## src/rtl/nvs_pkg.sv

```systemverilog
package nvs_pkg;

  // width of a down-counter that must hold values 0..n-1
  function automatic int cnt_width(input int n);
    return (n > 1) ? $clog2(n) : 1;
  endfunction

  // what happens to a store request on a given edge
  typedef enum logic [1:0] {
    ACT_NONE  = 2'd0,
    ACT_START = 2'd1,
    ACT_DROP  = 2'd2
  } commit_act_e;

endpackage

```

## src/rtl/nvs_arm_window.sv

```systemverilog
module nvs_arm_window
  import nvs_pkg::*;
#(
  parameter int ADDR_W     = 2,
  parameter int DATA_W     = 8,
  parameter int ARM_CYCLES = 2
) (
  input  logic              clk,
  input  logic              rst,
  input  logic              frame_done_i,
  input  logic [ADDR_W-1:0] addr_i,
  input  logic [DATA_W-1:0] data_i,
  input  logic              prog_i,
  input  logic              hold_i,
  output logic              req_o,
  output logic [ADDR_W-1:0] req_addr_o,
  output logic [DATA_W-1:0] req_data_o
);

  localparam int CW = cnt_width(ARM_CYCLES - 1);

  logic              armed;
  logic [CW-1:0]     left;
  logic [ADDR_W-1:0] pend_addr;
  logic [DATA_W-1:0] pend_data;

  // the frame-done edge itself is the first edge of the window
  assign req_o      = !hold_i && prog_i && (frame_done_i || armed);
  assign req_addr_o = frame_done_i ? addr_i : pend_addr;
  assign req_data_o = frame_done_i ? data_i : pend_data;

  always_ff @(posedge clk) begin
    if (rst) begin
      armed     <= 1'b0;
      left      <= '0;
      pend_addr <= '0;
      pend_data <= '0;
    end else if (hold_i) begin
      armed <= 1'b0;
    end else if (frame_done_i && !prog_i) begin
      pend_addr <= addr_i;
      pend_data <= data_i;
      armed     <= 1'b1;
      left      <= CW'(ARM_CYCLES - 2);
    end else if (req_o) begin
      armed <= 1'b0;
    end else if (armed) begin
      if (left == '0) armed <= 1'b0;
      else            left  <= left - 1'b1;
    end
  end


  window_expire_chk: assert property (@(posedge clk) disable iff (rst)
    (armed && left == '0 && !frame_done_i) |=> !armed);

endmodule

```

## src/rtl/nvs_busy_timer.sv

```systemverilog
module nvs_busy_timer
  import nvs_pkg::*;
#(
  parameter int BUSY_CYCLES = 200000
) (
  input  logic clk,
  input  logic rst,
  input  logic start_i,
  output logic busy_o,
  output logic done_o
);

  localparam int CW = cnt_width(BUSY_CYCLES);

  logic [CW-1:0] remain;

  always_ff @(posedge clk) begin
    if (rst) begin
      busy_o <= 1'b0;
      done_o <= 1'b0;
      remain <= '0;
    end else begin
      done_o <= 1'b0;
      if (busy_o) begin
        if (remain == '0) begin
          busy_o <= 1'b0;
          done_o <= 1'b1;
        end else begin
          remain <= remain - 1'b1;
        end
      end else if (start_i) begin
        busy_o <= 1'b1;
        remain <= CW'(BUSY_CYCLES - 1);
      end
    end
  end


  start_enters_busy_chk: assert property (@(posedge clk) disable iff (rst)
    (start_i && !busy_o) |=> (busy_o && !done_o));


  busy_no_restart_chk: assert property (@(posedge clk) disable iff (rst)
    (busy_o && remain != '0) |=> (busy_o && remain == $past(remain) - 1'b1));

endmodule

```

## src/rtl/nv_commit_seq.sv

```systemverilog
module nv_commit_seq
  import nvs_pkg::*;
#(
  parameter int ADDR_W      = 2,
  parameter int DATA_W      = 8,
  parameter int ARM_CYCLES  = 2,
  parameter int BUSY_CYCLES = 200000
) (
  input  logic              clk,
  input  logic              rst,
  input  logic              prog_i,
  input  logic              frame_done_i,
  input  logic [ADDR_W-1:0] frame_addr_i,
  input  logic [DATA_W-1:0] frame_data_i,
  input  logic              supply_ok_i,
  output logic              shadow_we_o,
  output logic [ADDR_W-1:0] shadow_addr_o,
  output logic [DATA_W-1:0] shadow_data_o,
  output logic              ready_o,
  output logic              serial_block_o
);

  logic              busy;
  logic              done;
  logic              req;
  logic [ADDR_W-1:0] req_addr;
  logic [DATA_W-1:0] req_data;
  commit_act_e       act;

  nvs_arm_window #(
    .ADDR_W    (ADDR_W),
    .DATA_W    (DATA_W),
    .ARM_CYCLES(ARM_CYCLES)
  ) u_window (
    .clk         (clk),
    .rst         (rst),
    .frame_done_i(frame_done_i),
    .addr_i      (frame_addr_i),
    .data_i      (frame_data_i),
    .prog_i      (prog_i),
    .hold_i      (busy),
    .req_o       (req),
    .req_addr_o  (req_addr),
    .req_data_o  (req_data)
  );

  always_comb begin
    act = ACT_NONE;
    if (req && !busy) act = supply_ok_i ? ACT_START : ACT_DROP;
  end

  nvs_busy_timer #(
    .BUSY_CYCLES(BUSY_CYCLES)
  ) u_timer (
    .clk    (clk),
    .rst    (rst),
    .start_i(act == ACT_START),
    .busy_o (busy),
    .done_o (done)
  );

  always_ff @(posedge clk) begin
    if (rst) begin
      shadow_addr_o <= '0;
      shadow_data_o <= '0;
    end else if (act == ACT_START) begin
      shadow_addr_o <= req_addr;
      shadow_data_o <= req_data;
    end
  end

  assign shadow_we_o    = done;
  assign ready_o        = !busy;
  assign serial_block_o = busy;


  drop_keeps_ready_chk: assert property (@(posedge clk) disable iff (rst)
    (act == ACT_DROP) |=> ready_o);


  busy_holds_value_chk: assert property (@(posedge clk) disable iff (rst)
    (!ready_o) |=> ($stable(shadow_data_o) && $stable(shadow_addr_o)));


  strobe_single_chk: assert property (@(posedge clk) disable iff (rst)
    shadow_we_o |=> !shadow_we_o);


  strobe_at_release_chk: assert property (@(posedge clk) disable iff (rst)
    $rose(ready_o) |-> shadow_we_o);

endmodule

```

## config.mk

```make
export PLATFORM = sky130hd
export DESIGN_NAME = nv_commit_seq
export DESIGN_NICKNAME = d
export VERILOG_FILES = /design/src/rtl/nvs_pkg.sv /design/src/rtl/nvs_arm_window.sv /design/src/rtl/nvs_busy_timer.sv /design/src/rtl/nv_commit_seq.sv
export SDC_FILE = /design/constraint.sdc
export NUM_CORES = 1
export LEC_CHECK = 0
export BUFFER_PORTS_ARGS = -buffer_cell sky130_fd_sc_hd__clkbuf_2
export CORE_MARGIN = 4
export CORE_UTILIZATION = 59
export CTS_BUF_LIST = sky130_fd_sc_hd__clkbuf_2 sky130_fd_sc_hd__clkbuf_4 sky130_fd_sc_hd__clkbuf_8
export CTS_CLUSTER_SIZE = 12
export DETAILED_ROUTE_END_ITERATION = 8
export PLACE_DENSITY = 0.91
export SETUP_SLACK_MARGIN = 0.15
export SKIP_CTS_REPAIR_TIMING = 1
export SLEW_MARGIN = 20
export SYNTH_ARGS = -nofsm -noshare
export SYNTH_HDL_FRONTEND = slang
export SYNTH_HIERARCHICAL = 1
export SYNTH_SLANG_ARGS = --single-unit
```

## constraint.sdc

```tcl
create_clock -name clk -period 2.6 [get_ports clk]
set_input_delay 0.13 -clock clk [delete_from_list [all_inputs] [get_ports clk]]
set_output_delay 0.13 -clock clk [all_outputs]
set_load 0.01 [all_outputs]
```

; ---- Word level (Yosys, flattened, before mapping)
; Index checks and enable logic that the tools add are counted.
[totals]
reg_bits = 42
input_bits = 15
wordCells = 49
[op_classes]
add_sub_neg = 2
n_eq_ne = 3
n_mux = 19
n_bitwise = 1
n_reduce_logical = 15
[ops]
columns = op, n
row1 = $mux 18, 3
row2 = $logic_not 18->1, 1
row3 = $sub 18x1->18 const B, 1
row4 = $mux 1, 12
row5 = $mux 8, 1
row6 = $mux 2, 3
row7 = $logic_and 1x1->1, 4
row8 = $reduce_and 2->1, 2
row9 = $reduce_bool 2->1, 2
row10 = $reduce_or 2->1, 2
row11 = $reduce_and 3->1, 1
row12 = $eq 2x1->1 const B, 1
row13 = $logic_not 1->1, 2
row14 = $ne 2x1->1 const B, 1
row15 = $ne 2x2->1 const B, 1
row16 = $logic_or 1x1->1, 1
row17 = $not 1->1, 1
row18 = $sub 1x1->1 const B, 1

; ---- Logic depth before layout (Yosys ltp)
; Gate-level depths: netlist of the first run.
[depth]
depth_word = 8
ltp_mapped = 9

; ---- By module
; The synthesis of the first run kept the hierarchy.
[modules_own_cells]
columns = module, n_inst, cells_each, area_per_inst_um2, seq_area_each_um2
row1 = nvs_busy_timer, 1, 127, 1084.8, 400.4
row2 = nvs_arm_window, 1, 59, 611.8, 220.2
row3 = nv_commit_seq, 1, 45, 456.7, 200.2

; ---- Worst setup path before layout of the first run
; Ideal clock, no wire load.
[synth_timing]
path_type = flip-flop to flip-flop
startpoint = register u_timer.remain[0]
endpoint = register u_timer.remain[15]
arrival_time_ns = 1.895
required_time_ns = 2.484
slack_ns = 0.590
path_stages_with_launch = 8
synth_period_minus_slack_ns = 2.010
cell_sequence = dfxtp_1 -> inv_1 -> ha_1 -> nor4b_2 -> and4_1 -> a2111oi_2 -> a211oi_2 -> a31o_1
[synth_via]
elab_chain_cells = 3
[synth_rtl]
columns = item, line_no
row1 = "start, declared", nvs_busy_timer.sv:15  ; logic [CW-1:0] remain;
row2 = "start signal, assigned", nvs_busy_timer.sv:29  ; remain <= remain - 1'b1;
row3 = "start signal, assigned", nvs_busy_timer.sv:33  ; remain <= CW'(BUSY_CYCLES - 1);
row4 = $sub 18x1->18 or $logic_not 18->1 (tied branches), "nvs_busy_timer.sv:29, nvs_busy_timer.sv:25"
row5 = $mux 18 or $ne 2x2->1 (tied branches), n/a
row6 = $mux 18 or $reduce_and 2->1 (tied branches), n/a
; Several ways; a longest one is shown, not always the timed one. The select of a mux whose other input is x is not followed.
; A chain may end at the register's enable or synchronous reset.

; ---- Worst setup path in the final report of the first run
; Same ends and word-level chain as after synthesis.

==> impl_metrics.json, run 1 <==
{
  "cp_data_arrival_time_ps": 2420,
  "detail_route.wl_per_cell_um": 15.22,
  "grt_overflow_total": 0,
  "worstSetupEndpointType": "flip-flop",
  "synth_top_area_share": 0.3812,
  "achievable-frequency_mhz": 448.5,
  "gp_routability_congestion": 0.8550,
  "rsz0062_at_grt": "false",
  "synth_top_flop_cell": "sky130_fd_sc_hd__dfxtp_1",
  "r2r_worst_path_depth": 7,
  "finalWorstPathRequiredPeriod_ps": 2230,
  "finish.net_count": 275,
  "remaining_drc_errors": 0,
  "drt.antenna.violating_nets": 0,
  "crit_end": "u_timer/remain[15]",
  "finalSetupViolations": 0,
  "timing_worst_slew_pin_value_ps": 1034,
  "ir_worst_vdd_mv": 0.4092,
  "fin_worst_hold_slack_ps": 71.50,
  "pin_count_of_the_biggest_net_entering_global_routing": 42,
  "floorplan.rows": 21,
  "synth.area.top_cells": "sky130_fd_sc_hd__dfxtp_1, sky130_fd_sc_hd__nand2b_1, sky130_fd_sc_hd__mux2i_1",
  "yosysTopAreaCell": "sky130_fd_sc_hd__dfxtp_1",
  "clk_latency_ps": 300,
  "via_count": 1775,
  "cts-buffers-inserted": 5,
  "status": "completed",
  "async_set_or_reset_register_ratio_after_synthesis": 0,
  "post_dp_hpwl_um": 3256,
  "final_max_slew_viol_count": 0,
  "r2r-end": "u_timer/remain[15]",
  "cp-start-kind": "flip-flop",
  "rr_startpoint": "u_timer/remain[0]",
  "syn_area_um2": 2153,
  "clock_sink_count": 41,
  "worst-path-max-fanout": 5,
  "timing.clock.skew_ps": 7.719,
  "viasPerCell": 5.801,
  "synthesized_instance_count": 231,
  "power.total_w": 0.001609,
  "signed_area_change_from_the_synthesized_netlist_to_the_final_layout_pct": 13.42,
  "timing.reg2reg.setup_slack_ps": 370,
  "timing.critical_path.slowest_cell_delay_ps": 590,
  "crit_chain": "inv_1, ha_1, nor4b_2, and4_1, a2111oi_2, a211oi_2, a31o_1",
  "grt_use_total": 0.2178,
  "postSynthAreaPerCell_um2": 9.322,
  "die-height_um": 68.41,
  "cts-htree-levels": 2,
  "hp-class": "input port to flip-flop",
  "power_density_nw_per_um2": 658.8,
  "worst_setup_hold_path_clk_slew_ps": 90,
  "place.port_buffers": 27,
  "antenna_found_initial": 0,
  "synth-warning-count": 6,
  "detailedRoute.firstPassIterationCount": 4,
  "fin_util": 0.7096,
  "path_class": "flip-flop to flip-flop",
  "max-clock-path-buffers": 2,
  "ys_seq_area_frac": 0.3812,
  "timing.critical_path.required_ps": 2800,
  "tritoncts": "built",
  "sum_of_buffers_and_inverters_on_the_critical_path": 1,
  "fp.dieArea_um2": 4680,
  "drive_gt1_frac": 0.2269,
  "critical-path-top-delay-family": "compound AO/OA/AOI/OAI gates",
  "n_antenna_cell": 0,
  "design_area_um2": 2442,
  "post_dp_cell_area_um2": 2322,
  "finalWirelength_um": 4657,
  "leakage_power_nw": 0.9421,
  "timing.max_slew.rel_slack": 0.3079,
  "layout_worst_path_cycle_share": 0.8576,
  "synth_edf_count": 0,
  "hold_fails_final_rpt": 0,
  "ys_types": 47,
  "source_of_the_critical_timing_path": "u_timer/remain[0]",
  "vias_in_the_first_global_route": 1671,
  "chipWidth_um": 68.41,
  "mappedNetlistNets": 247,
  "setup-tns-final_ps": 0,
  "critPathSlowestCell": "sky130_fd_sc_hd__a2111oi_2",
  "synth-seq-cells": 41,
  "clock-root-buffer": "sky130_fd_sc_hd__clkbuf_8",
  "io-pin-count": 28,
  "drc_marker_count_from_the_first_detailed_route_iteration": 174,
  "floorplan.core_area_um2": 3442,
  "floorplan.initialDensity": 0.6256,
  "wire_length_of_the_first_global_routing_pass_um": 7583,
  "critical_path_cell_count": 7,
  "maxCapViolCount": 0
}
[layout make-up]
cell class | instances | area, um^2
clock inverters | 2 | 37.54
fillers | 245 | 999.7
repair buffers | 31 | 165.2
flip-flops and latches | 41 | 820.8
clock buffers | 6 | 82.58
inverters | 5 | 18.77
multi-input cells | 175 | 1260
well taps | 46 | 57.56
[cell usage in the layout (no fill, tap or decap), types with 3 or more instances in the layout]
cell and instances:
sky130_fd_sc_hd__nor4_1 4, sky130_fd_sc_hd__nor3_1 5, sky130_fd_sc_hd__o21ai_0 5, sky130_fd_sc_hd__buf_4 4
sky130_fd_sc_hd__nor2_1 17, sky130_fd_sc_hd__nand2b_1 42, sky130_fd_sc_hd__mux2i_1 20, sky130_fd_sc_hd__mux2_2 10
sky130_fd_sc_hd__and3_1 3, sky130_fd_sc_hd__xnor2_1 4, sky130_fd_sc_hd__clkbuf_8 6, sky130_fd_sc_hd__nor2b_1 3
sky130_fd_sc_hd__dfxtp_1 41, sky130_fd_sc_hd__inv_1 5, sky130_fd_sc_hd__nand2_1 8, sky130_fd_sc_hd__clkbuf_2 27
sky130_fd_sc_hd__nor3b_1 3, sky130_fd_sc_hd__o21a_1 4, sky130_fd_sc_hd__a21oi_1 12
[flip-flops by register name, summed over array words and instances, names as in the netlist]
| name | cells |
|---|---|
| u_timer/remain | 18 |
| u_window/armed | 1 |
| u_timer/busy_o | 1 |
| shadow_data_o | 8 |
| u_timer/done_o | 1 |
| shadow_addr_o | 2 |
| u_window/pend_addr | 2 |
| u_window/pend_data | 8 |
[layer usage]
layer  vias to the layer above  track usage  share of wire
met5                         -            0              0
met4                         0      0.08437          0.016
met3                         8      0.06076          0.050
met2                        45       0.3445           0.49
met1                       844       0.2787           0.45
li1                        878            -              -
[report_power, final]
group	switching, W	total [W]	internal, W
clock	0.000231	0.000543	0.000312
sequential	0.0000468	0.000715	0.000668
combinational	0.000203	0.000351	0.000148
[cell families after synthesis]
logic type                 Yosys count  share of synthesized area
DFF                                 41                     0.3812
adders and majority gates            1                   0.005810
xor gates and xnor gates             4                    0.01627
buffers and inverters               15                    0.03370
and+or+nand+nor                    101                     0.2905
muxes                               31                     0.1505
AOI/OAI and AO/OA                   38                     0.1220
[how the worst min path moves through the flow]
stage,slack [ps],depth (start not counted),endpoint,from
6_report,70,3,u_window/pend_data[0],frame_data_i[0]
5_1_grt,80,3,u_window/pend_data[0],frame_data_i[0]
4_1_cts,70,3,u_window/pend_data[0],frame_data_i[0]
3_5_place_dp,390,3,u_window/pend_data[5],frame_data_i[5]
3_3_place_gp,390,3,u_window/pend_data[5],frame_data_i[5]
2_1_floorplan,200,1,u_timer/busy_o,rst
[synthesized netlist by cell type (3+ instances only)]
| cell type | count |
|---|---|
| sky130_fd_sc_hd__and3_1 | 3 |
| sky130_fd_sc_hd__a21oi_1 | 12 |
| sky130_fd_sc_hd__nor2b_1 | 3 |
| sky130_fd_sc_hd__mux2_2 | 10 |
| sky130_fd_sc_hd__inv_1 | 5 |
| sky130_fd_sc_hd__o21ai_0 | 5 |
| sky130_fd_sc_hd__nor3_1 | 5 |
| sky130_fd_sc_hd__mux2i_1 | 20 |
| sky130_fd_sc_hd__nor2_1 | 17 |
| sky130_fd_sc_hd__xnor2_1 | 4 |
| sky130_fd_sc_hd__clkbuf_1 | 7 |
| sky130_fd_sc_hd__dfxtp_1 | 41 |
| sky130_fd_sc_hd__nor4_1 | 4 |
| sky130_fd_sc_hd__o21a_1 | 4 |
| sky130_fd_sc_hd__nand2_1 | 8 |
| sky130_fd_sc_hd__nor3b_1 | 3 |
| sky130_fd_sc_hd__nand2b_1 | 42 |
[through the flow]
stage | worst slack (ps) | instances
after floorplan | 589.6 | 231
after detailed placement | 408.4 | 298
after global placement | 490.0 | 298
after global routing | 202.0 | 306
after CTS | 373.2 | 306
final | 370.4 | 306
[worst min-delay path, delay by kind of cell]
| family | cells | cell delay (ps) |
|---|---|---|
| simple gates | 1 | 60 |
| mux | 1 | 60 |
| buf+inv | 1 | 80 |
No activity file was read; power rests on OpenSTA's default activity.
==> run 2, diff against run 1 <==
- CORE_ASPECT_RATIO: unset -> 0.75
- CORE_UTILIZATION: 59 -> 64
- PLACE_DENSITY: 0.91 -> 0.95
- clock period: 2.6 -> 2.8 ns (I/O delays scaled with it)
==> run 2 against run 1 <==
Against the previous run: core utilization is 7.7 points higher; wire length is 3.3% lower; clock power is 7.9% lower; first-iteration DRC count is 3.4% lower; maximum frequency is 0.27% lower; setup slack better by 190 ps; clock skew is 3.5 ps higher; register-to-register slack better by 190 ps; sequential cell count stayed put; critical path depth stayed put; sequential power is 7.4% lower; largest power group unchanged; highest routed layer unchanged.
==> impl_metrics.json, run 2 (synthesis gave the netlist of run 1 again) <==
{
  "status": "completed",
  "final_cell_mix": "sky130_fd_sc_hd__nand2b_1, sky130_fd_sc_hd__dfxtp_1, sky130_fd_sc_hd__clkbuf_2",
  "viasPerCell": 5.943,
  "fp.dieArea_um2": 4366,
  "timing.critical_path.required_ps": 3000,
  "fin_cells": 297,
  "finalWorstPathRequiredPeriod_ps": 2236,
  "finalSetupViolations": 0,
  "critPathSlowestCell": "sky130_fd_sc_hd__a2111oi_2",
  "finish.net_count": 274,
  "layout.cells.most_common": "sky130_fd_sc_hd__nand2b_1",
  "grt_overflow_total": 0,
  "post_dp_hpwl_um": 3121,
  "multiInputGateArea_um2": 1260,
  "pin_count_of_the_biggest_net_entering_global_routing": 58,
  "floorplan.core_area_um2": 3084,
  "worstSetupEndpointType": "flip-flop",
  "largest-register": "u_timer/remain",
  "num-fill-cells": 188,
  "ir_worst_vdd_mv": 0.4298,
  "setup-tns-final_ps": 0,
  "tritoncts": "built",
  "signed_area_change_from_the_synthesized_netlist_to_the_final_layout_pct": 12.61,
  "die-height_um": 58.24,
  "finalWirelength_um": 4504,
  "worst_setup_hold_path_clk_slew_ps": 80,
  "wire_length_of_the_first_global_routing_pass_um": 7348,
  "worst-path-max-fanout": 5,
  "achievable-frequency_mhz": 447.3,
  "grt_use_total": 0.2221,
  "hp-class": "input port to flip-flop",
  "leakage_power_nw": 0.9425,
  "io-pin-count": 28,
  "gp_routability_congestion": 0.8553,
  "cp_data_arrival_time_ps": 2430,
  "via_count": 1765,
  "floorplan.initialDensity": 0.6982,
  "drt.antenna.violating_nets": 0,
  "largestRegisters": "u_timer/remain: 18 flops, shadow_data_o: 8 flops, u_window/pend_data: 8 flops",
  "maxCapViolCount": 0,
  "layout_worst_path_cycle_share": 0.7985,
  "clock-root-buffer": "sky130_fd_sc_hd__clkbuf_8",
  "clock_sink_count": 41,
  "antenna_found_initial": 0,
  "cts-buffers-inserted": 5,
  "cts-htree-levels": 2,
  "remaining_drc_errors": 0,
  "place.port_buffers": 27,
  "path_class": "flip-flop to flip-flop",
  "drive_gt1_frac": 0.2239,
  "final_max_slew_viol_count": 0,
  "drc_marker_count_from_the_first_detailed_route_iteration": 168,
  "critical-path-top-delay-family": "simple AND/OR/NAND/NOR gates",
  "n_antenna_cell": 0,
  "crit_chain": "inv_1, ha_1, nor4b_2, and4_1, a2111oi_2, nand4_1, and3_1",
  "vias_in_the_first_global_route": 1559,
  "largest_register_ffs": 18,
  "timing.critical_path.slowest_cell_delay_ps": 610,
  "timing.max_slew.rel_slack": 0.4413,
  "timing.clock.skew_ps": 11.22,
  "timing_worst_slew_pin_value_ps": 838.1,
  "sum_of_buffers_and_inverters_on_the_critical_path": 1,
  "max-clock-path-buffers": 2,
  "fin_util": 0.7862,
  "chipWidth_um": 74.98,
  "numPlacedInstances": 289,
  "floorplan.rows": 17,
  "seqCellArea_um2": 820.8,
  "detailedRoute.firstPassIterationCount": 5,
  "clk_latency_ps": 300,
  "cp-start-kind": "flip-flop",
  "detail_route.wl_per_cell_um": 15.16,
  "power_density_nw_per_um2": 612.5,
  "hold_fails_final_rpt": 0,
  "rsz0062_at_grt": "false"
}
==> run 2: cell count changes in the layout (fill, tap and decap cells not counted) <==
cell,change
sky130_fd_sc_hd__clkbuf_4,+1
sky130_fd_sc_hd__clkinvlp_4,-1
sky130_fd_sc_hd__buf_4,-1
==> run 2: layout make-up <==
type / count / area share
Clock buffer: 7 / 0.03715
Clock inverter: 1 / 0.01238
Inverter: 5 / 0.007740
Multi-Input combinational cell: 175 / 0.5196
Sequential cell: 41 / 0.3385
Tap cell: 38 / 0.01961
Timing Repair Buffer: 30 / 0.06502
==> run 2: power breakdown <==
group	internal [W]	leakage [nW]	total [W]	switching, W
Combinational	0.000136	0.546	0.000323	0.000187
Sequential	0.000620	0.334	0.000662	0.0000416
Clock	0.000300	0.0619	0.000500	0.000200
==> run 2: worst min-delay path, delay by kind of cell <==
kind                   cells  cell delay, ps
and+or+nand+nor            1              60
muxes                      1              60
buffers and inverters      1              90
==> run 2: per-stage QoR <==
step                setup slack (ps)  instance area [um^2]  hold slack, ps  total power (W)
floorplan                      789.6                  2153           211.6        0.0009111
global placement               684.3                  2305           398.5        0.0009773
detailed placement             599.0                  2305           404.0        0.0009867
CTS                            590.2                  2425           89.55         0.001481
global route                   426.7                  2425           90.81         0.001553
finish                         564.3                  2425           87.65         0.001485
==> run 2: path summary, 6_finish.rpt <==
check / depth (start not counted) / slack (ps) / end / from
min: 3 / 90 / u_window/pend_addr[0] / frame_addr_i[0]
min reg2reg: 2 / 480 / u_window/pend_data[6] / u_window/pend_data[6]
max reg2reg: 7 / 560 / u_timer/remain[17] / u_timer/remain[0]
max: 7 / 560 / u_timer/remain[17] / u_timer/remain[0]
==> run 2: metal layers <==
| metal | global-route usage | wire length (um) | up-vias |
|---|---|---|---|
| met1 | 0.3128 | 2148 | 809 |
| li1 | - | - | 874 |
| met4 | 0.08629 | 70 | 0 |
| met5 | 0 | 0 | - |
| met2 | 0.3251 | 1974 | 71 |
| met3 | 0.05373 | 311 | 11 |
==> run 3, diff against run 2 <==
- ABC_AREA: unset -> 1
- CORE_UTILIZATION: 64 -> 60
- PLACE_DENSITY: 0.95 -> 0.92
- clock period: 2.8 -> 2.1 ns (I/O delays scaled with it)
==> run 3 against run 2 <==
Against the previous run: non-clock buffer count is 1 higher; largest cell class unchanged; clock-buffer cell count down 2; first-iteration DRC count up 3.6%; worst hold slack lost 46 ps; combinational power rose by 110%; final area rose by 3.6%; synthesized cell count up 57%; maximum frequency grew 25%.
==> impl_metrics.json, run 3 <==
{
  "tritoncts": "built",
  "timing.max_slew.rel_slack": 0.6475,
  "finish.net_count": 404,
  "finalSetupViolations": 0,
  "clock_sink_count": 41,
  "async_set_or_reset_register_ratio_after_synthesis": 0,
  "postSynthAreaPerCell_um2": 6.321,
  "layout_worst_path_cycle_share": 0.8519,
  "drive_gt1_frac": 0.1594,
  "vias_in_the_first_global_route": 1799,
  "worstSetupEndpointType": "flip-flop",
  "final_max_slew_viol_count": 0,
  "ys_types": 29,
  "use_met3": 0.04971,
  "rsz0062_at_grt": "false",
  "synthesized_instance_count": 363,
  "synth.area.top_cells": "sky130_fd_sc_hd__dfxtp_1, sky130_fd_sc_hd__nand2_1, sky130_fd_sc_hd__nor2_1",
  "largest-register": "u_timer/remain",
  "finalWorstPathRequiredPeriod_ps": 1789,
  "hold_fails_final_rpt": 0,
  "io-pin-count": 28,
  "clk_latency_ps": 310,
  "remaining_drc_errors": 0,
  "synth_compound_area_frac": 0.06325,
  "largest_register_ffs": 18,
  "grt_overflow_total": 0,
  "hp-class": "input port to flip-flop",
  "ir_worst_vdd_mv": 0.6371,
  "clock-root-buffer": "sky130_fd_sc_hd__clkbuf_8",
  "num-fill-cells": 329,
  "leakage_power_nw": 1.235,
  "cp_data_arrival_time_ps": 1960,
  "post_dp_hpwl_um": 3702,
  "yosysMostFrequentCell": "sky130_fd_sc_hd__nand2_1",
  "synth_top_area_share": 0.3577,
  "timing_worst_slew_pin_value_ps": 528.7,
  "hold_start": "frame_addr_i[0]",
  "n_antenna_cell": 0,
  "path_class": "flip-flop to flip-flop",
  "chipWidth_um": 79.41,
  "minimum_setup_slack_in_the_final_design_ps": 311.0,
  "achievable-frequency_mhz": 559.0,
  "synth_top_family_by_area": "simple AND/OR/NAND/NOR gates",
  "power_density_nw_per_um2": 833.4,
  "synth_edf_count": 0,
  "die-height_um": 61.56,
  "via_count": 2234,
  "detail_route.wl_per_cell_um": 11.61,
  "cp-start-kind": "flip-flop",
  "final_cell_mix": "sky130_fd_sc_hd__nand2_1, sky130_fd_sc_hd__nor2_1, sky130_fd_sc_hd__dfxtp_1",
  "place.port_buffers": 27,
  "yosys.area_share.xor_xnor": 0.003817,
  "largestRegisters": "u_timer/remain: 18 flops, shadow_data_o: 8 flops, u_window/pend_data: 8 flops",
  "wire_length_of_the_first_global_routing_pass_um": 8217,
  "worst_setup_hold_path_clk_slew_ps": 80,
  "synth_top_flop_cell": "sky130_fd_sc_hd__dfxtp_1",
  "viasPerCell": 5.066,
  "max-clock-path-buffers": 2,
  "timing.clock.skew_ps": 10.04,
  "detailedRoute.firstPassIterationCount": 5,
  "drt.antenna.violating_nets": 0,
  "drc_marker_count_from_the_first_detailed_route_iteration": 174,
  "synth_mux_area_frac": 0,
  "syn_area_um2": 2295,
  "pin_count_of_the_biggest_net_entering_global_routing": 24,
  "signed_area_change_from_the_synthesized_netlist_to_the_final_layout_pct": 9.487,
  "placement.setup.worst_slack_ps": 358.3,
  "synth_simple_gate_area_frac": 0.4569,
  "globalRoute.busiestLayer": "met2",
  "fp.dieArea_um2": 4888,
  "synth-seq-cells": 41,
  "floorplan.initialDensity": 0.6268,
  "ys_seq_area_frac": 0.3577,
  "yosysTopAreaCell": "sky130_fd_sc_hd__dfxtp_1",
  "finalWirelength_um": 5120,
  "timing.critical_path.required_ps": 2270,
  "setup-tns-final_ps": 0,
  "mappedNetlistNets": 379,
  "synth-warning-count": 6,
  "grt_use_total": 0.2210,
  "gp_routability_congestion": 0.9915,
  "source_of_the_critical_timing_path": "u_timer/remain[0]",
  "grtUsageMet2": 0.3273,
  "groute.layer.met1.usage": 0.3141,
  "layout.cells.most_common": "sky130_fd_sc_hd__nand2_1",
  "status": "completed",
  "maxCapViolCount": 0,
  "antenna_found_initial": 0,
  "fin_worst_hold_slack_ps": 41.16,
  "rr_startpoint": "u_timer/remain[0]",
  "floorplan.rows": 19,
  "top_cells_by_instance_count_after_synthesis": "sky130_fd_sc_hd__nand2_1, sky130_fd_sc_hd__nor2_1, sky130_fd_sc_hd__dfxtp_1, sky130_fd_sc_hd__inv_1, sky130_fd_sc_hd__nand3_1",
  "cts-buffers-inserted": 5,
  "floorplan.core_area_um2": 3661,
  "worst-path-max-fanout": 21,
  "synth_adder_area_share": 0.005453,
  "cts-htree-levels": 2
}
==> run 3: area by class of cell <==
type / instances / area [um^2] / share of cell area
repair buffers: 31 / 165.2 / 0.06574
clock buffers: 5 / 68.82 / 0.02739
clock inverters: 3 / 17.52 / 0.006972
inverters: 42 / 160.2 / 0.06375
flip-flops and latches: 41 / 820.8 / 0.3267
multi-input cells: 267 / 1215 / 0.4836
well taps: 52 / 65.06 / 0.02590
==> run 3: logic make-up after synthesis <==
kind of cell | after synthesis
buf+inv | 55
compound gates | 29
flops | 41
fa+ha+maj | 1
xor+xnor | 1
simple gates | 236
==> run 3: worst paths after layout <==
kind / to / slack, ps / cells past startpoint
setup reg to reg: u_timer/remain[0] / 310 / 9
hold reg to reg: shadow_data_o[1] / 520 / 4
hold / removal: u_window/pend_addr[0] / 40 / 3
setup / recovery: u_timer/remain[0] / 310 / 9
==> run 3: power by group <==
part           internal (W)  switching (W)  total [W]
combinational      0.000237       0.000447   0.000684
clock              0.000230       0.000291   0.000521
sequential         0.000840      0.0000496   0.000889
total               0.00131       0.000788    0.00209
==> run 3: per-layer routing <==
layer  routed length, um  vias to the layer above
li1                    -                     1175
met1                2498                      993
met2                2175                       56
met3                 353                       10
met4                  91                        0
met5                   0                        -
==> run 3: metrics by stage <==
step           total power (W)  utilization  area, um^2  cells
2_1_floorplan         0.001442            -        2295    363
3_3_place_gp          0.001549       0.6627        2426    433
3_5_place_dp          0.001577       0.6627        2426    433
4_1_cts               0.002090       0.6863        2512    441
5_1_grt               0.002228       0.6863        2512    441
6_report              0.002094       0.6863        2512    441
==> run 3: worst max-delay path: stages, from the launching register on <==
cell	delay [ps]
sky130_fd_sc_hd__dfxtp_1	320
sky130_fd_sc_hd__inv_1	110
sky130_fd_sc_hd__ha_1	230
sky130_fd_sc_hd__nand2_2	130
sky130_fd_sc_hd__nor2_4	140
sky130_fd_sc_hd__nand3_4	100
sky130_fd_sc_hd__nand2_4	230
sky130_fd_sc_hd__nand2_4	190
sky130_fd_sc_hd__nor2_1	170
sky130_fd_sc_hd__nor3_2	50
